### src/rtl/cache2w_pkg.sv
package cache2w_pkg;
   typedef enum logic [1:0] {
      ST_IDLE  = 2'd0,
      ST_FILL  = 2'd1,
      ST_STORE = 2'd2
   } ctrl_state_e;
endpackage

### src/rtl/cache2w_way.sv
module cache2w_way #(
   parameter int TAG_W     = 25,
   parameter int SET_BITS  = 3,
   parameter int WORD_BITS = 2,
   parameter int DATA_W    = 32
) (
   input  logic                 clk,
   input  logic                 rst_n,
   input  logic [SET_BITS-1:0]  set_idx,
   input  logic [TAG_W-1:0]     tag_in,
   input  logic [WORD_BITS-1:0] rd_word,
   output logic                 hit,
   output logic                 line_valid,
   output logic [DATA_W-1:0]    rd_data,
   input  logic                 wr_en,
   input  logic [WORD_BITS-1:0] wr_word,
   input  logic [DATA_W-1:0]    wr_data,
   input  logic                 install
);
   localparam int SETS  = 1 << SET_BITS;
   localparam int WORDS = 1 << WORD_BITS;

   logic [SETS-1:0]   valid_q;
   logic [TAG_W-1:0]  tag_q  [SETS];
   logic [DATA_W-1:0] data_q [SETS][WORDS];

   assign line_valid = valid_q[set_idx];
   assign hit        = line_valid && (tag_q[set_idx] == tag_in);
   assign rd_data    = data_q[set_idx][rd_word];

   always_ff @(posedge clk or negedge rst_n) begin
      if (!rst_n) begin
         valid_q <= '0;
      end else if (install) begin
         valid_q[set_idx] <= 1'b1;
      end
   end

   always_ff @(posedge clk) begin
      if (install) begin
         tag_q[set_idx] <= tag_in;
      end
      if (wr_en) begin
         data_q[set_idx][wr_word] <= wr_data;
      end
   end

   // a resident line stays valid; nothing but reset clears a valid bit
   a_r4_valid_sticky: assert property (@(posedge clk) disable iff (!rst_n)
      ((($past(valid_q) & ~valid_q)) == '0));

   // an installed line is valid on the following cycle
   a_r5_install_valid: assert property (@(posedge clk) disable iff (!rst_n)
      install |=> ($countones(valid_q) >= 1));
endmodule

### src/rtl/cache2w_lru.sv
module cache2w_lru #(
   parameter int SET_BITS = 3
) (
   input  logic                clk,
   input  logic                rst_n,
   input  logic [SET_BITS-1:0] set_idx,
   input  logic [1:0]          valid_vec,
   input  logic                use_en,
   input  logic                used_way,
   output logic                victim
);
   localparam int SETS = 1 << SET_BITS;

   logic [SETS-1:0] lru_q;

   always_comb begin
      if (!valid_vec[0])      victim = 1'b0;
      else if (!valid_vec[1]) victim = 1'b1;
      else                    victim = lru_q[set_idx];
   end

   always_ff @(posedge clk or negedge rst_n) begin
      if (!rst_n) begin
         lru_q <= '0;
      end else if (use_en) begin
         lru_q[set_idx] <= ~used_way;
      end
   end

   logic                chk_vld;
   logic [SET_BITS-1:0] chk_set;
   logic                chk_way;
   always_ff @(posedge clk or negedge rst_n) begin
      if (!rst_n) begin
         chk_vld <= 1'b0;
         chk_set <= '0;
         chk_way <= 1'b0;
      end else begin
         chk_vld <= use_en;
         chk_set <= set_idx;
         chk_way <= used_way;
      end
   end

   // after a use the set's LRU bit names the other way
   a_r8_lru_away: assert property (@(posedge clk) disable iff (!rst_n)
      chk_vld |-> (lru_q[chk_set] != chk_way));

   // a set with a free way never chooses a valid way
   a_r6_free_first: assert property (@(posedge clk) disable iff (!rst_n)
      (valid_vec != 2'b11) |-> !valid_vec[victim]);
endmodule

### src/rtl/cache2w_ctrl.sv
module cache2w_ctrl
   import cache2w_pkg::*;
#(
   parameter int WORD_BITS = 2
) (
   input  logic                 clk,
   input  logic                 rst_n,
   input  logic                 cpu_req,
   input  logic                 cpu_we,
   input  logic                 any_hit,
   input  logic                 mem_ready,
   input  logic                 victim_in,
   output logic                 mem_req,
   output logic                 mem_we,
   output logic                 in_fill,
   output logic                 fill_beat,
   output logic                 fill_last,
   output logic                 store_beat,
   output logic                 rd_done,
   output logic                 cpu_done,
   output logic [WORD_BITS-1:0] fill_cnt,
   output logic                 victim_q
);
   ctrl_state_e state_q;

   assign in_fill    = (state_q == ST_FILL);
   assign mem_req    = in_fill || (state_q == ST_STORE);
   assign mem_we     = (state_q == ST_STORE);
   assign fill_beat  = in_fill && mem_ready;
   assign fill_last  = fill_beat && (fill_cnt == '1);
   assign store_beat = (state_q == ST_STORE) && mem_ready;
   assign rd_done    = (state_q == ST_IDLE) && cpu_req && !cpu_we && any_hit;
   assign cpu_done   = rd_done || store_beat;

   always_ff @(posedge clk or negedge rst_n) begin
      if (!rst_n) begin
         state_q  <= ST_IDLE;
         fill_cnt <= '0;
         victim_q <= 1'b0;
      end else begin
         unique case (state_q)
            ST_IDLE: begin
               if (cpu_req && cpu_we) begin
                  state_q <= ST_STORE;
               end else if (cpu_req && !any_hit) begin
                  state_q  <= ST_FILL;
                  fill_cnt <= '0;
                  victim_q <= victim_in;
               end
            end
            ST_FILL: begin
               if (mem_ready) begin
                  fill_cnt <= fill_cnt + 1'b1;
                  if (fill_cnt == '1) state_q <= ST_IDLE;
               end
            end
            ST_STORE: begin
               if (mem_ready) state_q <= ST_IDLE;
            end
            default: state_q <= ST_IDLE;
         endcase
      end
   end

   // a pending transfer keeps its direction and beat number
   a_r11_hold_pending: assert property (@(posedge clk) disable iff (!rst_n)
      (mem_req && !mem_ready) |=> (mem_req && $stable(mem_we) && $stable(fill_cnt)));

   // a store is a single memory beat
   a_r9_single_store: assert property (@(posedge clk) disable iff (!rst_n)
      store_beat |=> !mem_req);

   // nothing completes while a line is being filled
   a_r5_no_done_in_fill: assert property (@(posedge clk) disable iff (!rst_n)
      in_fill |-> !cpu_done);

   // the last fill beat returns to idle
   a_r5_fill_ends: assert property (@(posedge clk) disable iff (!rst_n)
      fill_last |=> !mem_req);
endmodule

### src/rtl/cache2w.sv
module cache2w #(
   parameter int ADDR_W    = 32,
   parameter int DATA_W    = 32,
   parameter int SET_BITS  = 3,
   parameter int WORD_BITS = 2,
   parameter int WAYS      = 2
) (
   input  logic              clk,
   input  logic              rst_n,
   input  logic              cpu_req,
   input  logic              cpu_we,
   input  logic [ADDR_W-1:0] cpu_addr,
   input  logic [DATA_W-1:0] cpu_wdata,
   output logic              cpu_done,
   output logic [DATA_W-1:0] cpu_rdata,
   output logic              mem_req,
   output logic              mem_we,
   output logic [ADDR_W-1:0] mem_addr,
   output logic [DATA_W-1:0] mem_wdata,
   input  logic              mem_ready,
   input  logic [DATA_W-1:0] mem_rdata
);
   localparam int BYTE_BITS = $clog2(DATA_W / 8);
   localparam int WORD_LSB  = BYTE_BITS;
   localparam int SET_LSB   = WORD_LSB + WORD_BITS;
   localparam int TAG_LSB   = SET_LSB + SET_BITS;
   localparam int TAG_W     = ADDR_W - TAG_LSB;

   generate
      if (WAYS != 2) begin : g_bad_ways
         $error("cache2w: a single LRU bit per set supports exactly two ways");
      end
      if ((DATA_W % 8) != 0 || (1 << BYTE_BITS) * 8 != DATA_W) begin : g_bad_data
         $error("cache2w: DATA_W must be a power-of-two number of bytes");
      end
      if (TAG_W < 1) begin : g_bad_tag
         $error("cache2w: address too narrow for the chosen geometry");
      end
   endgenerate

   logic [TAG_W-1:0]     tag_f;
   logic [SET_BITS-1:0]  set_f;
   logic [WORD_BITS-1:0] word_f;

   assign tag_f  = cpu_addr[TAG_LSB +: TAG_W];
   assign set_f  = cpu_addr[SET_LSB +: SET_BITS];
   assign word_f = cpu_addr[WORD_LSB +: WORD_BITS];

   logic [WAYS-1:0]   hit_vec;
   logic [WAYS-1:0]   valid_vec;
   logic [DATA_W-1:0] way_rdata [WAYS];
   logic              any_hit;
   logic              hit_way;

   logic                 in_fill, fill_beat, fill_last, store_beat, rd_done;
   logic [WORD_BITS-1:0] fill_cnt;
   logic                 victim_c, victim_q;

   logic [WORD_BITS-1:0] wr_word;
   logic [DATA_W-1:0]    wr_data;

   assign wr_word = in_fill ? fill_cnt  : word_f;
   assign wr_data = in_fill ? mem_rdata : cpu_wdata;

   generate
      for (genvar w = 0; w < WAYS; w++) begin : g_way
         logic way_wr, way_install;
         assign way_wr      = (fill_beat && (victim_q == 1'(w))) || (store_beat && hit_vec[w]);
         assign way_install = fill_last && (victim_q == 1'(w));

         cache2w_way #(
            .TAG_W(TAG_W), .SET_BITS(SET_BITS), .WORD_BITS(WORD_BITS), .DATA_W(DATA_W)
         ) u_way (
            .clk(clk), .rst_n(rst_n),
            .set_idx(set_f), .tag_in(tag_f), .rd_word(word_f),
            .hit(hit_vec[w]), .line_valid(valid_vec[w]), .rd_data(way_rdata[w]),
            .wr_en(way_wr), .wr_word(wr_word), .wr_data(wr_data),
            .install(way_install)
         );
      end
   endgenerate

   assign any_hit = |hit_vec;

   always_comb begin
      cpu_rdata = '0;
      hit_way   = 1'b0;
      for (int w = 0; w < WAYS; w++) begin
         if (hit_vec[w]) begin
            cpu_rdata = cpu_rdata | way_rdata[w];
            hit_way   = 1'(w);
         end
      end
   end

   logic lru_use, lru_way;
   assign lru_use = rd_done || (store_beat && any_hit) || fill_last;
   assign lru_way = fill_last ? victim_q : hit_way;

   cache2w_lru #(.SET_BITS(SET_BITS)) u_lru (
      .clk(clk), .rst_n(rst_n),
      .set_idx(set_f), .valid_vec(valid_vec),
      .use_en(lru_use), .used_way(lru_way),
      .victim(victim_c)
   );

   cache2w_ctrl #(.WORD_BITS(WORD_BITS)) u_ctrl (
      .clk(clk), .rst_n(rst_n),
      .cpu_req(cpu_req), .cpu_we(cpu_we), .any_hit(any_hit),
      .mem_ready(mem_ready), .victim_in(victim_c),
      .mem_req(mem_req), .mem_we(mem_we),
      .in_fill(in_fill), .fill_beat(fill_beat), .fill_last(fill_last),
      .store_beat(store_beat), .rd_done(rd_done), .cpu_done(cpu_done),
      .fill_cnt(fill_cnt), .victim_q(victim_q)
   );

   assign mem_addr  = in_fill ? {tag_f, set_f, fill_cnt, {BYTE_BITS{1'b0}}} : cpu_addr;
   assign mem_wdata = cpu_wdata;

   // tags in one set never match twice
   a_r3_one_way_hits: assert property (@(posedge clk) disable iff (!rst_n)
      $onehot0(hit_vec));

   // a read hit needs no memory transfer
   a_r3_hit_no_mem: assert property (@(posedge clk) disable iff (!rst_n)
      rd_done |-> !mem_req);

   // address and data hold while memory has not answered
   a_r11_addr_hold: assert property (@(posedge clk) disable iff (!rst_n)
      (mem_req && !mem_ready) |=> ($stable(mem_addr) && $stable(mem_wdata)));

   // the line chosen at the start of a fill stays the target
   a_r6_victim_fixed: assert property (@(posedge clk) disable iff (!rst_n)
      (in_fill && !fill_last) |=> $stable(victim_q));
endmodule

### config.mk
export PLATFORM = sky130hd
export DESIGN_NAME = cache2w
export DESIGN_NICKNAME = d
export VERILOG_FILES = /design/src/rtl/cache2w_pkg.sv /design/src/rtl/cache2w_way.sv /design/src/rtl/cache2w_lru.sv /design/src/rtl/cache2w_ctrl.sv /design/src/rtl/cache2w.sv
export SDC_FILE = /design/constraint.sdc
export NUM_CORES = 2
export LEC_CHECK = 0
export ABC_AREA = 1
export CAP_MARGIN = 20
export CORE_MARGIN = 4
export CORE_UTILIZATION = 36
export CTS_BUF_LIST = sky130_fd_sc_hd__clkbuf_4
export DETAILED_ROUTE_END_ITERATION = 7
export PLACE_DENSITY = 0.55
export REMOVE_ABC_BUFFERS = 1
export SYNTH_ARGS = -nofsm -noshare
export SYNTH_HDL_FRONTEND = slang
export SYNTH_SLANG_ARGS = --single-unit
export TNS_END_PERCENT = 100
### constraint.sdc
create_clock -name clk -period 7.6 [get_ports clk]
set_input_delay 1.52 -clock clk [delete_from_list [all_inputs] [get_ports clk]]
set_output_delay 1.52 -clock clk [all_outputs]
set_load 0.05 [all_outputs]
==> impl_metrics.env <==
export IMPL_outcome="finished, final reports clean"
export IMPL_synth_area_leader_cell="edfxtp_1"
export IMPL_fp_dieW_um=522
export IMPL_grt_pass1_wl_mm=421
export IMPL_clk_pin_slew_worst_paths_ps=60
export IMPL_finalCritPeriodShare=0.946
export IMPL_crit_end="cpu_rdata[27]"
export IMPL_wl_per_cell_um=25.6
export IMPL_slew_headroom=0.235
export IMPL_power_mw=30.4
export IMPL_ff2ff_path_depth=16
export IMPL_period_needed_ps=7190
export IMPL_die_h_um=522
export IMPL_grt_antenna_before_repair=15
export IMPL_tightest_slew_ps=1150
export IMPL_ioPinCount=200
export IMPL_cp_start_kind="input pin"
export IMPL_ys_flop_type="edfxtp_1"
export IMPL_required_ps=6080
export IMPL_hold_class="reg2reg"
export IMPL_cp_end_kind="output pin"
export IMPL_place_ws_ps=478
export IMPL_synth_seq_area_share=0.779
export IMPL_rsz0062_at_grt="no"
export IMPL_r2r_end="g_way[1].u_way.data_q[7][79]"
export IMPL_cts_setup_buffers=0
export IMPL_cts_made_buffers=641
export IMPL_p_comb_frac=0.097
export IMPL_design_die_area_um2=273000
export IMPL_drtIter0Drc=6271
export IMPL_synth_cells=6788
export IMPL_cts_sinks=2477
export IMPL_start_util=0.362
export IMPL_yosysUniqueCellTypes=51
export IMPL_root_buffer="clkbuf_4"
export IMPL_synth_seq_cells=2477
export IMPL_rr_startpoint="g_way[1].u_way.tag_q[5][7]"
export IMPL_clockPowerShare=0.374
export IMPL_clock_latency_ps=1270
export IMPL_drcViolationCount=0
export IMPL_dr_pass1_iters=6
export IMPL_yosys_area_top_type_share=0.772
export IMPL_tritoncts="done"
export IMPL_port_buffers=199
export IMPL_ctsResizeCount=0
export IMPL_coreArea_um2=263000
export IMPL_crit_type="in2out"
export IMPL_p_int_mw=22.7
export IMPL_p_switching_mw=7.72
export IMPL_core_rowCount=188
export IMPL_track_usage=0.210
export IMPL_slew_violations=0
export IMPL_fmax_mhz=139
export IMPL_setup_ws_ps=408
export IMPL_r2r_slack_ps=3110
export IMPL_final_core_util=0.425
export IMPL_ant_nets=0
export IMPL_maxCapViolCount=0
export IMPL_syn_area_um2=95300
export IMPL_p_seq_frac=0.529
export IMPL_power_leakage_nw=38.8
export IMPL_setup_viol=0
export IMPL_vias_per_cell=5.31
export IMPL_area_growth_pct=17.3
export IMPL_syn_area_per_cell_um2=14.0
export IMPL_cp_startpoint="cpu_addr[5]"
export IMPL_fill_cells=24300
export IMPL_place_area_um2=104000
export IMPL_grt_pass1_vias=60500
export IMPL_dpl_hpwl_mm=164
export IMPL_critPathArrivalTime_ps=5670
export IMPL_fin_skew_ps=114
export IMPL_cts_hold_buf=0
export IMPL_overflow=0
export IMPL_crit_fanout=10
export IMPL_finalHoldViolations=0
export IMPL_ys_top_cells_by_area="edfxtp_1 77%, nand2_1 5.1%, o22ai_1 2.2%"
export IMPL_drive_above_1_share=0.195
export IMPL_nNetsFinal=7599
export IMPL_synth_edff_count=2448
export IMPL_cts_htree_levels=6
export IMPL_postLayoutCellArea_um2=112000
export IMPL_grt_max_degree=127
export IMPL_gp_congestion=0.827
export IMPL_ys_warn_count=0
export IMPL_ys_async_sr_fraction=0.0117
export IMPL_wirelength_mm=293
export IMPL_vias=60800
export IMPL_switching_share=0.254
export IMPL_power_density_nw_per_um2=272
export IMPL_clockBufferDepth=4
export IMPL_ir_worst_vdd_mv=0.256
flip-flops by register name (all words and copies together), names as in the netlist:
name	count
g_way.u_way.data_q	2048
g_way.u_way.tag_q	400
g_way.u_way.valid_q	16
u_ctrl.fill_cnt	2
u_ctrl.state_q	2
u_ctrl.victim_q	1
u_lru.lru_q	8
synthesized netlist by cell type (all sizes together) (2+ instances only):
library cell  instances
nand4                96
a211oi                3
edfxtp             2448
o221ai               38
o22ai               333
clkbuf              211
a22o                 47
buf                 203
dfrtp                29
o2111a                2
nor4                 85
nor3                 41
a32o                  5
o2bb2ai              13
a221oi              136
nand2              1316
nand3               236
a21oi                63
o211ai               43
a41oi                12
nor2                508
inv                 419
nand3b               18
a22oi                86
o41ai                 6
o21ai               243
o2111ai              35
o22a                 14
or2                  84
and2                  3
clkinv                2
ha                    4
layout by cell type, fill, tap and decap left out, types with 14 or more instances in the layout:
cell,synthesis,routed
o211ai_1,43,43
edfxtp_1,2448,2448
nor4_1,85,85
buf_12,0,96
dfrtp_1,29,29
o21ai_0,233,233
nor3_1,41,41
a21oi_1,63,63
a221oi_1,136,136
inv_2,5,18
nor2_4,1,88
nand3_1,236,236
nand3b_1,18,18
o2111ai_1,35,35
nand2_1,1307,1268
nand4_1,96,96
clkinv_1,2,79
clkdlybuf4s50_1,0,163
clkbuf_4,0,940
a22oi_1,86,86
buf_4,68,216
o221ai_1,38,38
or2_2,83,83
inv_1,412,409
o22a_1,14,14
o22ai_1,331,331
nor2_1,503,419
nand2_2,8,40
a22o_1,47,47
layer usage:
layer,GRT usage,wire length (µm),vias to the layer above
met3,0.0374,22600,432
met1,0.280,120000,30700
met4,0.0706,8730,12
li1,-,-,26900
met5,0,72,-
met2,0.346,141000,2723
worst min path at each step:
stage	start	to	slack (ps)	cells after the start
3_5_place_dp	g_way[1].u_way.valid_q[4]	g_way[1].u_way.valid_q[4]	440	2
5_1_grt	g_way[1].u_way.valid_q[5]	g_way[1].u_way.valid_q[5]	480	1
6_report	g_way[0].u_way.valid_q[6]	g_way[0].u_way.valid_q[6]	450	2
3_3_place_gp	g_way[1].u_way.valid_q[0]	g_way[1].u_way.valid_q[0]	440	2
2_1_floorplan	g_way[0].u_way.valid_q[0]	g_way[0].u_way.valid_q[0]	420	2
4_1_cts	g_way[1].u_way.valid_q[4]	g_way[1].u_way.valid_q[4]	460	2
per-stage QoR:
stage          std cells  hold WS (ps)  setup TNS (ps)
6_report           11400           453               0
5_1_grt            11400           480               0
4_1_cts            11400           458               0
3_5_place_dp       10400           444               0
3_3_place_gp       10400           437               0
2_1_floorplan       6374           424        -3917800
worst max-delay path: stages:
cell and delay, ps:
clkdlybuf4s50_1 580, buf_4 260, nor2_4 370, buf_4 280, nand3_1 80, nand2_1 90
o21ai_0 90, nand2_1 150, nand2_1 80, nor2_1 100, nand2_1 60, nor2_1 230
nand2_1 320, inv_1 530, buf_4 320, nand3_1 100, nand2_1 280, buf_12 190
final cells by class:
type | count | area [µm²] | share of cell area
Multi-Input combinational cell | 3476 | 18300 | 0.164
Timing Repair Buffer | 477 | 5200 | 0.0465
Inverter | 421 | 1600 | 0.0144
Sequential cell | 2477 | 74200 | 0.664
Clock inverter | 133 | 932 | 0.00834
Clock buffer | 940 | 7060 | 0.0631
Tap cell | 3515 | 4400 | 0.0394
Antenna cell | 5 | 12.5 | 0.000112
power by group through the flow:
stage	Clock (mW)	Sequential (mW)	Combinational [mW]
CTS	11.6	16.1	2.96
floorplan	0	16.4	1.29
detailed placement	0	16.4	2.95
global placement	0	16.4	2.90
finish	11.4	16.1	2.94
global route	12.4	16.1	3.15
kinds of logic (layout without fill, tap and decap cells):
family | Yosys count | after routing | share of synthesized area
and+or+nand+nor | 2387 | 2387 | 0.106
buffers and inverters | 835 | 1971 | 0.0368
AOI/OAI and AO/OA | 1085 | 1085 | 0.0774
adders and majority gates | 4 | 4 | 0.000525
other | 0 | 5 | 0
DFF | 2477 | 2477 | 0.779
Power figures use the tool's default switching activity.
